$ cat src/rtl/rpb_pkg.sv
package rpb_pkg;

  // Controller operating phases
  typedef enum logic [1:0] {
    ST_REC   = 2'd0,  // recording: ticks are stored and echoed
    ST_FETCH = 2'd1,  // playback: read address issued, waiting RAM latency
    ST_SEND  = 2'd2   // playback: RAM byte offered on the transmit stream
  } rpb_state_e;

endpackage

$ cat src/rtl/rpb_sdp_ram.sv
module rpb_sdp_ram #(
  parameter int WIDTH  = 8,
  parameter int DEPTH  = 32,
  parameter int ADDR_W = $clog2(DEPTH)
) (
  input  logic              clk,
  input  logic              rst_n,
  input  logic              wr_en,
  input  logic [ADDR_W-1:0] wr_addr,
  input  logic [WIDTH-1:0]  wr_data,
  input  logic [ADDR_W-1:0] rd_addr,
  output logic [WIDTH-1:0]  rd_data
);

  logic [WIDTH-1:0] mem [DEPTH];

  always_ff @(posedge clk) begin
    if (wr_en) begin
      mem[wr_addr] <= wr_data;
    end
  end

  // Registered read, always enabled; a same-address write returns new data
  always_ff @(posedge clk) begin
    if (wr_en && (wr_addr == rd_addr)) begin
      rd_data <= wr_data;
    end else begin
      rd_data <= mem[rd_addr];
    end
  end

  AST_WRITE_FIRST: assert property (@(posedge clk) disable iff (!rst_n)
    (wr_en && (wr_addr == rd_addr)) |=> (rd_data == $past(wr_data)));

endmodule

$ cat src/rtl/rpb_fill_tracker.sv
module rpb_fill_tracker #(
  parameter int DEPTH  = 32,
  parameter int ADDR_W = $clog2(DEPTH),
  parameter int CNT_W  = $clog2(DEPTH + 1)
) (
  input  logic              clk,
  input  logic              rst_n,
  input  logic              inc,
  input  logic              clr,
  output logic [CNT_W-1:0]  count,
  output logic [ADDR_W-1:0] wr_addr,
  output logic              full,
  output logic              empty
);

  localparam logic [CNT_W-1:0] CNT_MAX = CNT_W'(DEPTH);

  always_ff @(posedge clk or negedge rst_n) begin
    if (!rst_n) begin
      count <= '0;
    end else if (clr) begin
      count <= '0;
    end else if (inc) begin
      count <= count + CNT_W'(1);
    end
  end

  assign wr_addr = count[ADDR_W-1:0];
  assign full    = (count == CNT_MAX);
  assign empty   = (count == '0);

  AST_INC_NONEMPTY: assert property (@(posedge clk) disable iff (!rst_n)
    (inc && !clr) |=> !empty);
  AST_CLR_EMPTY: assert property (@(posedge clk) disable iff (!rst_n)
    clr |=> (empty && !full));

endmodule

$ cat src/rtl/rpb_sequencer.sv
module rpb_sequencer
  import rpb_pkg::*;
#(
  parameter int WIDTH  = 8,
  parameter int DEPTH  = 32,
  parameter int ADDR_W = $clog2(DEPTH),
  parameter int CNT_W  = $clog2(DEPTH + 1)
) (
  input  logic              clk,
  input  logic              rst_n,
  input  logic              rx_valid,
  input  logic [WIDTH-1:0]  rx_data,
  input  logic              play_req,
  input  logic              tx_ready,
  input  logic [CNT_W-1:0]  count,
  input  logic              full,
  output logic              wr_en,
  output logic              echo_busy,
  output logic [WIDTH-1:0]  echo_data,
  output logic              playing,
  output logic              sending,
  output logic [ADDR_W-1:0] rd_addr,
  output logic              clr
);

  rpb_state_e state;
  logic       start;
  logic       last;
  logic       advance;

  assign start   = (state == ST_REC) && play_req && (count != '0) && !echo_busy;
  assign wr_en   = (state == ST_REC) && rx_valid && !full && !echo_busy && !start;
  assign sending = (state == ST_SEND);
  assign playing = (state != ST_REC);
  assign last    = ((CNT_W'(rd_addr) + CNT_W'(1)) == count);
  assign advance = sending && tx_ready;
  assign clr     = advance && last;

  always_ff @(posedge clk or negedge rst_n) begin
    if (!rst_n) begin
      state   <= ST_REC;
      rd_addr <= '0;
    end else begin
      unique case (state)
        ST_REC: begin
          if (start) begin
            rd_addr <= '0;
            state   <= ST_FETCH;
          end
        end
        ST_FETCH: state <= ST_SEND;
        ST_SEND: begin
          if (advance) begin
            if (last) begin
              state <= ST_REC;
            end else begin
              rd_addr <= rd_addr + ADDR_W'(1);
              state   <= ST_FETCH;
            end
          end
        end
        default: state <= ST_REC;
      endcase
    end
  end

  // Echo holding register: raised on a stored tick, dropped on acceptance
  always_ff @(posedge clk or negedge rst_n) begin
    if (!rst_n) begin
      echo_busy <= 1'b0;
      echo_data <= '0;
    end else if (wr_en) begin
      echo_busy <= 1'b1;
      echo_data <= rx_data;
    end else if (tx_ready) begin
      echo_busy <= 1'b0;
    end
  end

  AST_START_GATED: assert property (@(posedge clk) disable iff (!rst_n)
    $rose(playing) |-> ($past(count) != '0));
  AST_NO_ECHO_IN_PLAY: assert property (@(posedge clk) disable iff (!rst_n)
    playing |-> !echo_busy);

endmodule

$ cat src/rtl/rpb_buffer.sv
module rpb_buffer
  import rpb_pkg::*;
#(
  parameter int WIDTH = 8,
  parameter int DEPTH = 32
) (
  input  logic             clk,
  input  logic             rst_n,
  input  logic             rx_valid,
  input  logic [WIDTH-1:0] rx_data,
  input  logic             play_req,
  output logic             tx_valid,
  input  logic             tx_ready,
  output logic [WIDTH-1:0] tx_data,
  output logic             full,
  output logic             empty
);

  localparam int ADDR_W = $clog2(DEPTH);
  localparam int CNT_W  = $clog2(DEPTH + 1);

  logic              wr_en;
  logic              clr;
  logic              echo_busy;
  logic              playing;
  logic              sending;
  logic [WIDTH-1:0]  echo_data;
  logic [WIDTH-1:0]  ram_q;
  logic [ADDR_W-1:0] wr_addr;
  logic [ADDR_W-1:0] rd_addr;
  logic [CNT_W-1:0]  count;

  rpb_fill_tracker #(.DEPTH(DEPTH), .ADDR_W(ADDR_W), .CNT_W(CNT_W)) u_fill (
    .clk     (clk),
    .rst_n   (rst_n),
    .inc     (wr_en),
    .clr     (clr),
    .count   (count),
    .wr_addr (wr_addr),
    .full    (full),
    .empty   (empty)
  );

  rpb_sequencer #(.WIDTH(WIDTH), .DEPTH(DEPTH), .ADDR_W(ADDR_W), .CNT_W(CNT_W)) u_seq (
    .clk       (clk),
    .rst_n     (rst_n),
    .rx_valid  (rx_valid),
    .rx_data   (rx_data),
    .play_req  (play_req),
    .tx_ready  (tx_ready),
    .count     (count),
    .full      (full),
    .wr_en     (wr_en),
    .echo_busy (echo_busy),
    .echo_data (echo_data),
    .playing   (playing),
    .sending   (sending),
    .rd_addr   (rd_addr),
    .clr       (clr)
  );

  rpb_sdp_ram #(.WIDTH(WIDTH), .DEPTH(DEPTH), .ADDR_W(ADDR_W)) u_ram (
    .clk     (clk),
    .rst_n   (rst_n),
    .wr_en   (wr_en),
    .wr_addr (wr_addr),
    .wr_data (rx_data),
    .rd_addr (rd_addr),
    .rd_data (ram_q)
  );

  // Transmit source select: echo register in record mode, RAM in playback
  assign tx_valid = echo_busy || sending;
  assign tx_data  = playing ? ram_q : echo_data;

  AST_TX_HOLD: assert property (@(posedge clk) disable iff (!rst_n)
    (tx_valid && !tx_ready) |=> (tx_valid && $stable(tx_data)));
  AST_NO_OVERFLOW: assert property (@(posedge clk) disable iff (!rst_n)
    full |-> !wr_en);

endmodule

$ cat config.mk
export PLATFORM = sky130hd
export DESIGN_NAME = rpb_buffer
export DESIGN_NICKNAME = d
export VERILOG_FILES = /design/src/rtl/rpb_pkg.sv /design/src/rtl/rpb_sdp_ram.sv /design/src/rtl/rpb_fill_tracker.sv /design/src/rtl/rpb_sequencer.sv /design/src/rtl/rpb_buffer.sv
export SDC_FILE = /design/constraint.sdc
export NUM_CORES = 1
export LEC_CHECK = 0
export ABC_AREA = 1
export BUFFER_PORTS_ARGS = -buffer_cell sky130_fd_sc_hd__buf_2
export CORE_MARGIN = 1
export CORE_UTILIZATION = 40
export DETAILED_ROUTE_END_ITERATION = 6
export SETUP_SLACK_MARGIN = 0.2
export SLEW_MARGIN = 20
export SYNTH_ARGS = -nofsm -noshare
export SYNTH_HDL_FRONTEND = slang
export SYNTH_SLANG_ARGS = --single-unit
export TNS_END_PERCENT = 50
$ cat constraint.sdc
create_clock -name clk -period 4.1 [get_ports clk]
set_clock_uncertainty 0.05 [all_clocks]
set_input_delay 0.82 -clock clk [delete_from_list [all_inputs] [get_ports clk]]
set_output_delay 0.82 -clock clk [all_outputs]
set_load 0.05 [all_outputs]
# [Word-level counts from Yosys, hierarchy flattened]
# Memories as Yosys holds them, arrays and structs flattened. A register that Yosys moved wholly into a read port is not among the register bits.
# Index checks and enable logic that the tools add are counted.
[classes] shift=0 n_reduce_logical=22 n_mul=0 bitwise=0 magnitude_cmp=0 n_mux=15 div=0 add_sub_neg=3 eq_ne=7
[op_table] operator="2-to-1 mux 5 bit" n=3
[op_table] operator="2-to-1 mux 6 bit" n=2
[op_table] operator="one-hot mux 5 bit (2 select lines)" n=1
[op_table] operator="logical AND 1 bit" n=9
[op_table] operator="2-to-1 mux 8 bit" n=1
[op_table] operator="nonzero test 2 bit" n=4
[op_table] operator="adder 5 x 1 -> 6 bit (second input constant)" n=1
[op_table] operator="adder 6 x 1 -> 6 bit (second input constant)" n=1
[op_table] operator="equality test 6 bit" n=1
[op_table] operator="equality test 6 bit (second input constant)" n=1
[op_table] operator="zero test 6 bit" n=1
[op_table] operator="one-hot mux 2 bit (3 select lines)" n=1
[op_table] operator="nonzero test 6 bit" n=1
[op_table] operator="adder 5 x 1 -> 5 bit (second input constant)" n=1
[op_table] operator="2-to-1 mux 1 bit" n=5
[op_table] operator="2-to-1 mux 2 bit" n=2
[op_table] operator="!= test 2 x 1 -> 1 bit (second input constant)" n=2
[op_table] operator="AND reduction 4 bit" n=1
[op_table] operator="zero test 1 bit" n=3
[op_table] operator="equality test 2 x 1 -> 1 bit (second input constant)" n=1
[op_table] operator="equality test 2 bit (second input constant)" n=1
[op_table] operator="zero test 2 bit" n=1
[op_table] operator="!= test 2 bit (second input constant)" n=1
[op_table] operator="AND reduction 2 bit" n=1
[op_table] operator="logical OR 1 bit" n=1
[totals] in_bits=13 mem_bits_rw=256 mem_count=1 rom_bits=0 output_inout_bits=11 reg_bits=22 elab_cells=53 latchBits=0
[mem_list] memory="u_ram.mem" depth=32 width=8 read_ports=1 rd_ports_with_merged_regs=1 write_ports=1 line_no="rpb_sdp_ram.sv:15" rtl="logic [WIDTH-1:0] mem [DEPTH];"

# [Longest topological paths before layout]
[depth] ltp_word=8 depth_mapped=13 mapped_depth_nobuf=13

# [By module]
# From an unflattened synthesis, not the netlist that was laid out.
[unflattened] hier_cells=1128 area_unflattened_um2=12145.4
[modules_own_cells] module="rpb_sdp_ram" area_each_um2=10726.5 n_inst=1 cells_each=919 seq_area_each_um2=7787.5
[modules_own_cells] module="rpb_sequencer" area_each_um2=904.6 n_inst=1 cells_each=127 seq_area_each_um2=400.4
[modules_own_cells] module="rpb_fill_tracker" area_each_um2=402.9 n_inst=1 cells_each=55 seq_area_each_um2=150.1
[modules_own_cells] module="rpb_buffer" area_each_um2=111.4 n_inst=1 cells_each=27 seq_area_each_um2=0.0

# [Least setup slack after synthesis]
# OpenSTA, ideal clock, no wires.
[synth_timing] kind="flip-flop to flip-flop" from="reg u_fill.count[0]" to="mem u_ram.mem[23][0] (enable)" path_slack_ns=1.722 stages_incl_launch_ff=10 setup_ns=0.383 arrival_ns=1.945 path_buffers=0 period_less_slack_ns=2.378 required_time_ns=3.667 path_cell_list="dfrtp_1 > inv_1 > ha_1 > nand3_4 > nor2_4 > nor2_2 > nand2_4 > nor2_4 > nand2_1 > nor3_1"
[synth_via] elab_chain_cells=7 word_cells_on_any_way=11 cone_classes="1 x eq/ne; 2 x mux; 8 x reduce/logical"
[synth_lines] item="from (decl)" line_no="rpb_fill_tracker.sv:10" rtl="output logic [CNT_W-1:0] count,"
[synth_lines] item="from (signal assigned)" line_no="rpb_fill_tracker.sv:24" rtl="count <= count + CNT_W'(1);"
[synth_lines] item="equality test 6 bit" line_no="rpb_fill_tracker.sv:29" rtl="assign full = (count == CNT_MAX);"
[synth_lines] item="named net full" line_no="rpb_buffer.sv:15" rtl="output logic full,"
[synth_lines] item="zero test 1 bit" line_no="rpb_sequencer.sv:32" rtl="assign wr_en = (state == ST_REC) && rx_valid && !full && !echo_busy && !start;"
[synth_lines] item="logical AND 1 bit (3 in a row)" line_no="rpb_sequencer.sv:32"
[synth_lines] item="2-to-1 mux 1 bit" line_no="rpb_sdp_ram.sv:18" rtl="if (wr_en) begin"
[synth_lines] item="2-to-1 mux 1 bit (not written as such)" line_no="rpb_sdp_ram.sv:19" rtl="mem[wr_addr] <= wr_data;"
[synth_lines] item="to (decl)" line_no="rpb_sdp_ram.sv:15"
# The timed path passes the listed nets, and every way through them passes these cells.

==> flow_summary.toml <==
[global_routing]
overflow = 0
antenna_found_initial = 0
grt_pass1_wl_mm = 45.23
grt_max_degree = 79
grt_pass1_vias = 7779
grt_util_all_layers_pct = 19.43

[yosys]
synth-seq-area-share_pct = 69.90
synth_fp_nets = 1115
yosys_warnings = 0
ys_types = 31
async_flop_share_pct = 7.774
postSynthCellCount = 1097
ys_top_cells_by_count = "nand2_1 (416), edfxtp_1 (256), nand3_1 (232), nor2_1 (42), buf_2 (36)"
ys_seq_elements = 283
synth_area_leaders = "edfxtp_1 (64%), nand2_1 (13%), nand3_1 (9.7%), dfrtp_1 (4.6%), buf_2 (1.5%)"
syn_area_um2 = 11930
syn_area_per_cell_um2 = 10.87
synth_top_area_share_pct = 64.44
synth_flop_cell = "edfxtp_1"
yosys.cell_count.top_type = "nand2_1"
synth_top_area_cell = "edfxtp_1"
synth_edf_count = 256

[die]
start_util_pct = 41.12
die_h_um = 174.7
io_pins = 24
die_w_um = 174.7
std_cell_rows = 62
dieArea_um2 = 30520
core_um2 = 29010

[worst_setup_path]
critical_path.top_delay_family = "buffers and inverters"
cp_data_arrival_time_ns = 2.76
cp_max_fo = 78
cp.required_ns = 3.23
r2r_slack_ns = 1.15
r2r-start = "u_fill.count[1]"
r2r_cells = 8
cp-end-kind = "output port"
rr_endpoint = "u_ram.mem[2][5]"
max_stage_delay_ns = 0.45
worstSetupStartpointType = "flip-flop"
crit_slowest_cell = "dfxtp_4"
crit_buf_inv = 3
critical_path_class = "flip-flop to output port"
crit_chain = "inv_4, buf_12, nand2_1, nand3_1, nand3_1, nand2_1, nand2_1, nand3_1, nand3_1, nand2_1, buf_2"

[cells_and_area]
final_nets = 1130
antennaDiodeCount = 0
layout-drive-gt1-share_pct = 8.907
syn_to_final_growth_pct = 11.44
fin_util_pct = 45.82

[route]
drt_iter0_markers = 684
remaining_drc_errors = 0
m1WireLength_mm = 13.15
wl_mm = 29.10
wl_met2_mm = 13.52
top_layer_used = "met4"
dr.pass1.iters = 5
routed-wl-met3_mm = 1.495
viasPerCell = 5.219
wire_per_inst_um = 19.17
postRouteAntennaNets = 0
via_count = 7922

[timing]
setup_viol = 0
finalCriticalPeriod_ns = 3.627
clock.fmax_ghz = 0.2757
fin_crit_sh_pct = 88.47
hold_viol_final = 0
drv_slew = 0
worstMarginPinSlew_ns = 0.9079
tns_ns = 0
slew_headroom_pct = 39.25
rsz0062_at_grt = "no"

[cts]
root_buffer = "clkbuf_16"
clk_latency_ns = 0.54
cts_max_level = 1
clock_path_buffers = 3
ctsHoldBuffers = 0
cts.clk_slew.worst_paths_ns = 0.06
cts_sinks = 283
cts_tree = "yes"
postCtsResizedCells = 0
cts_buffers = 29
post_cts_buffers = 0

[power_and_ir_drop]
total_power_w = 0.007799
p_per_area_nw_per_um2 = 586.7
p_leak_nw = 4.982
vdd_drop_max_mv = 0.4765

[placed_design]
portBuffers = 23
dp_hpwl_mm = 17.85
place.gp.congestion = 0.8438

[worst_hold_path]
worstHoldPathType = "primary input to asynchronous set/reset pin"

[outcome]
run_status = "finished, final reports clean"

[run]
cap_violations = 0
-- state kept, by name (all words and copies together) (netlist names), named ones only --
| signal | count |
|---|---|
| u_seq.rd_addr | 5 |
| u_seq.echo_busy | 1 |
| u_fill.count | 6 |
| u_seq.state | 2 |
| u_ram.mem | 256 |
| u_seq.echo_data | 8 |
-- worst max path at each step --
stage / start / endpoint / slack [ns] / depth (start not counted)
finish: flip-flop / tx_data[7] / 0.47 / 11
floorplan: u_fill.count[0] / u_ram.mem[23][0] / 1.72 / 9
detailed placement: flip-flop / tx_data[4] / 1.04 / 11
CTS: flip-flop / tx_data[3] / 0.47 / 11
global placement: flip-flop / tx_data[6] / 1.05 / 10
global route: flip-flop / tx_data[3] / 0.27 / 10
-- cell families (layout without fill, tap and decap cells) --
family	Yosys count	in the layout	synth area share (%)
simple gates	710	710	25.67
flops	283	283	69.90
buf+inv	88	125	3.325
compound gates	10	10	0.5140
fa+ha+maj	5	5	0.5244
xor+xnor	1	1	0.07343
-- through the flow --
stage,area (um^2),cells,setup WS (ns),hold WS [ns]
after floorplan,11930,1097,1.722,0.3570
after global placement,12410,1465,1.048,0.4009
after detailed placement,12410,1465,1.043,0.3895
after CTS,13290,1518,0.4654,0.1941
after global routing,13290,1518,0.2716,0.2287
final,13290,1518,0.4725,0.1950
-- power breakdown --
group / internal, W / leakage (nW) / total (W) / switching (W)
clock network: 0.00142 / 0.432 / 0.00247 / 0.00105
registers: 0.00327 / 2.62 / 0.00341 / 0.000145
logic: 0.000501 / 1.93 / 0.00192 / 0.00141
total: 0.00519 / 4.98 / 0.00780 / 0.00261
-- layout by cell type (no fill, tap or decap), types with 3 or more instances in the layout --
cell         n
nand2_1    416
edfxtp_1   256
nand3_1    232
nor2_1      42
clkbuf_16   29
inv_1       26
buf_2       23
dfrtp_1     22
buf_4       16
clkinv_1     9
clkbuf_1     7
a21oi_1      6
ha_1         5
clkinv_2     5
inv_2        3
nand4_1      3
nand3_2      3
dfxtp_1      3
-- area by class of cell --
type | instances | area, um^2
Sequential cell | 283 | 8343
Fill cell | 2710 | 15720
Clock inverter | 17 | 127.6
Tap cell | 384 | 480.5
Multi-Input combinational cell | 726 | 3194
Inverter | 31 | 121.4
Clock buffer | 36 | 752.0
Timing Repair Buffer | 41 | 275.3
-- routing by layer --
metal | up-vias | GRT usage, %
li1 | 3797 | -
met1 | 3835 | 26.86
met2 | 227 | 31.61
met3 | 63 | 2.524
met4 | 0 | 6.630
met5 | - | 0
No activity file was read; power rests on OpenSTA's default activity.
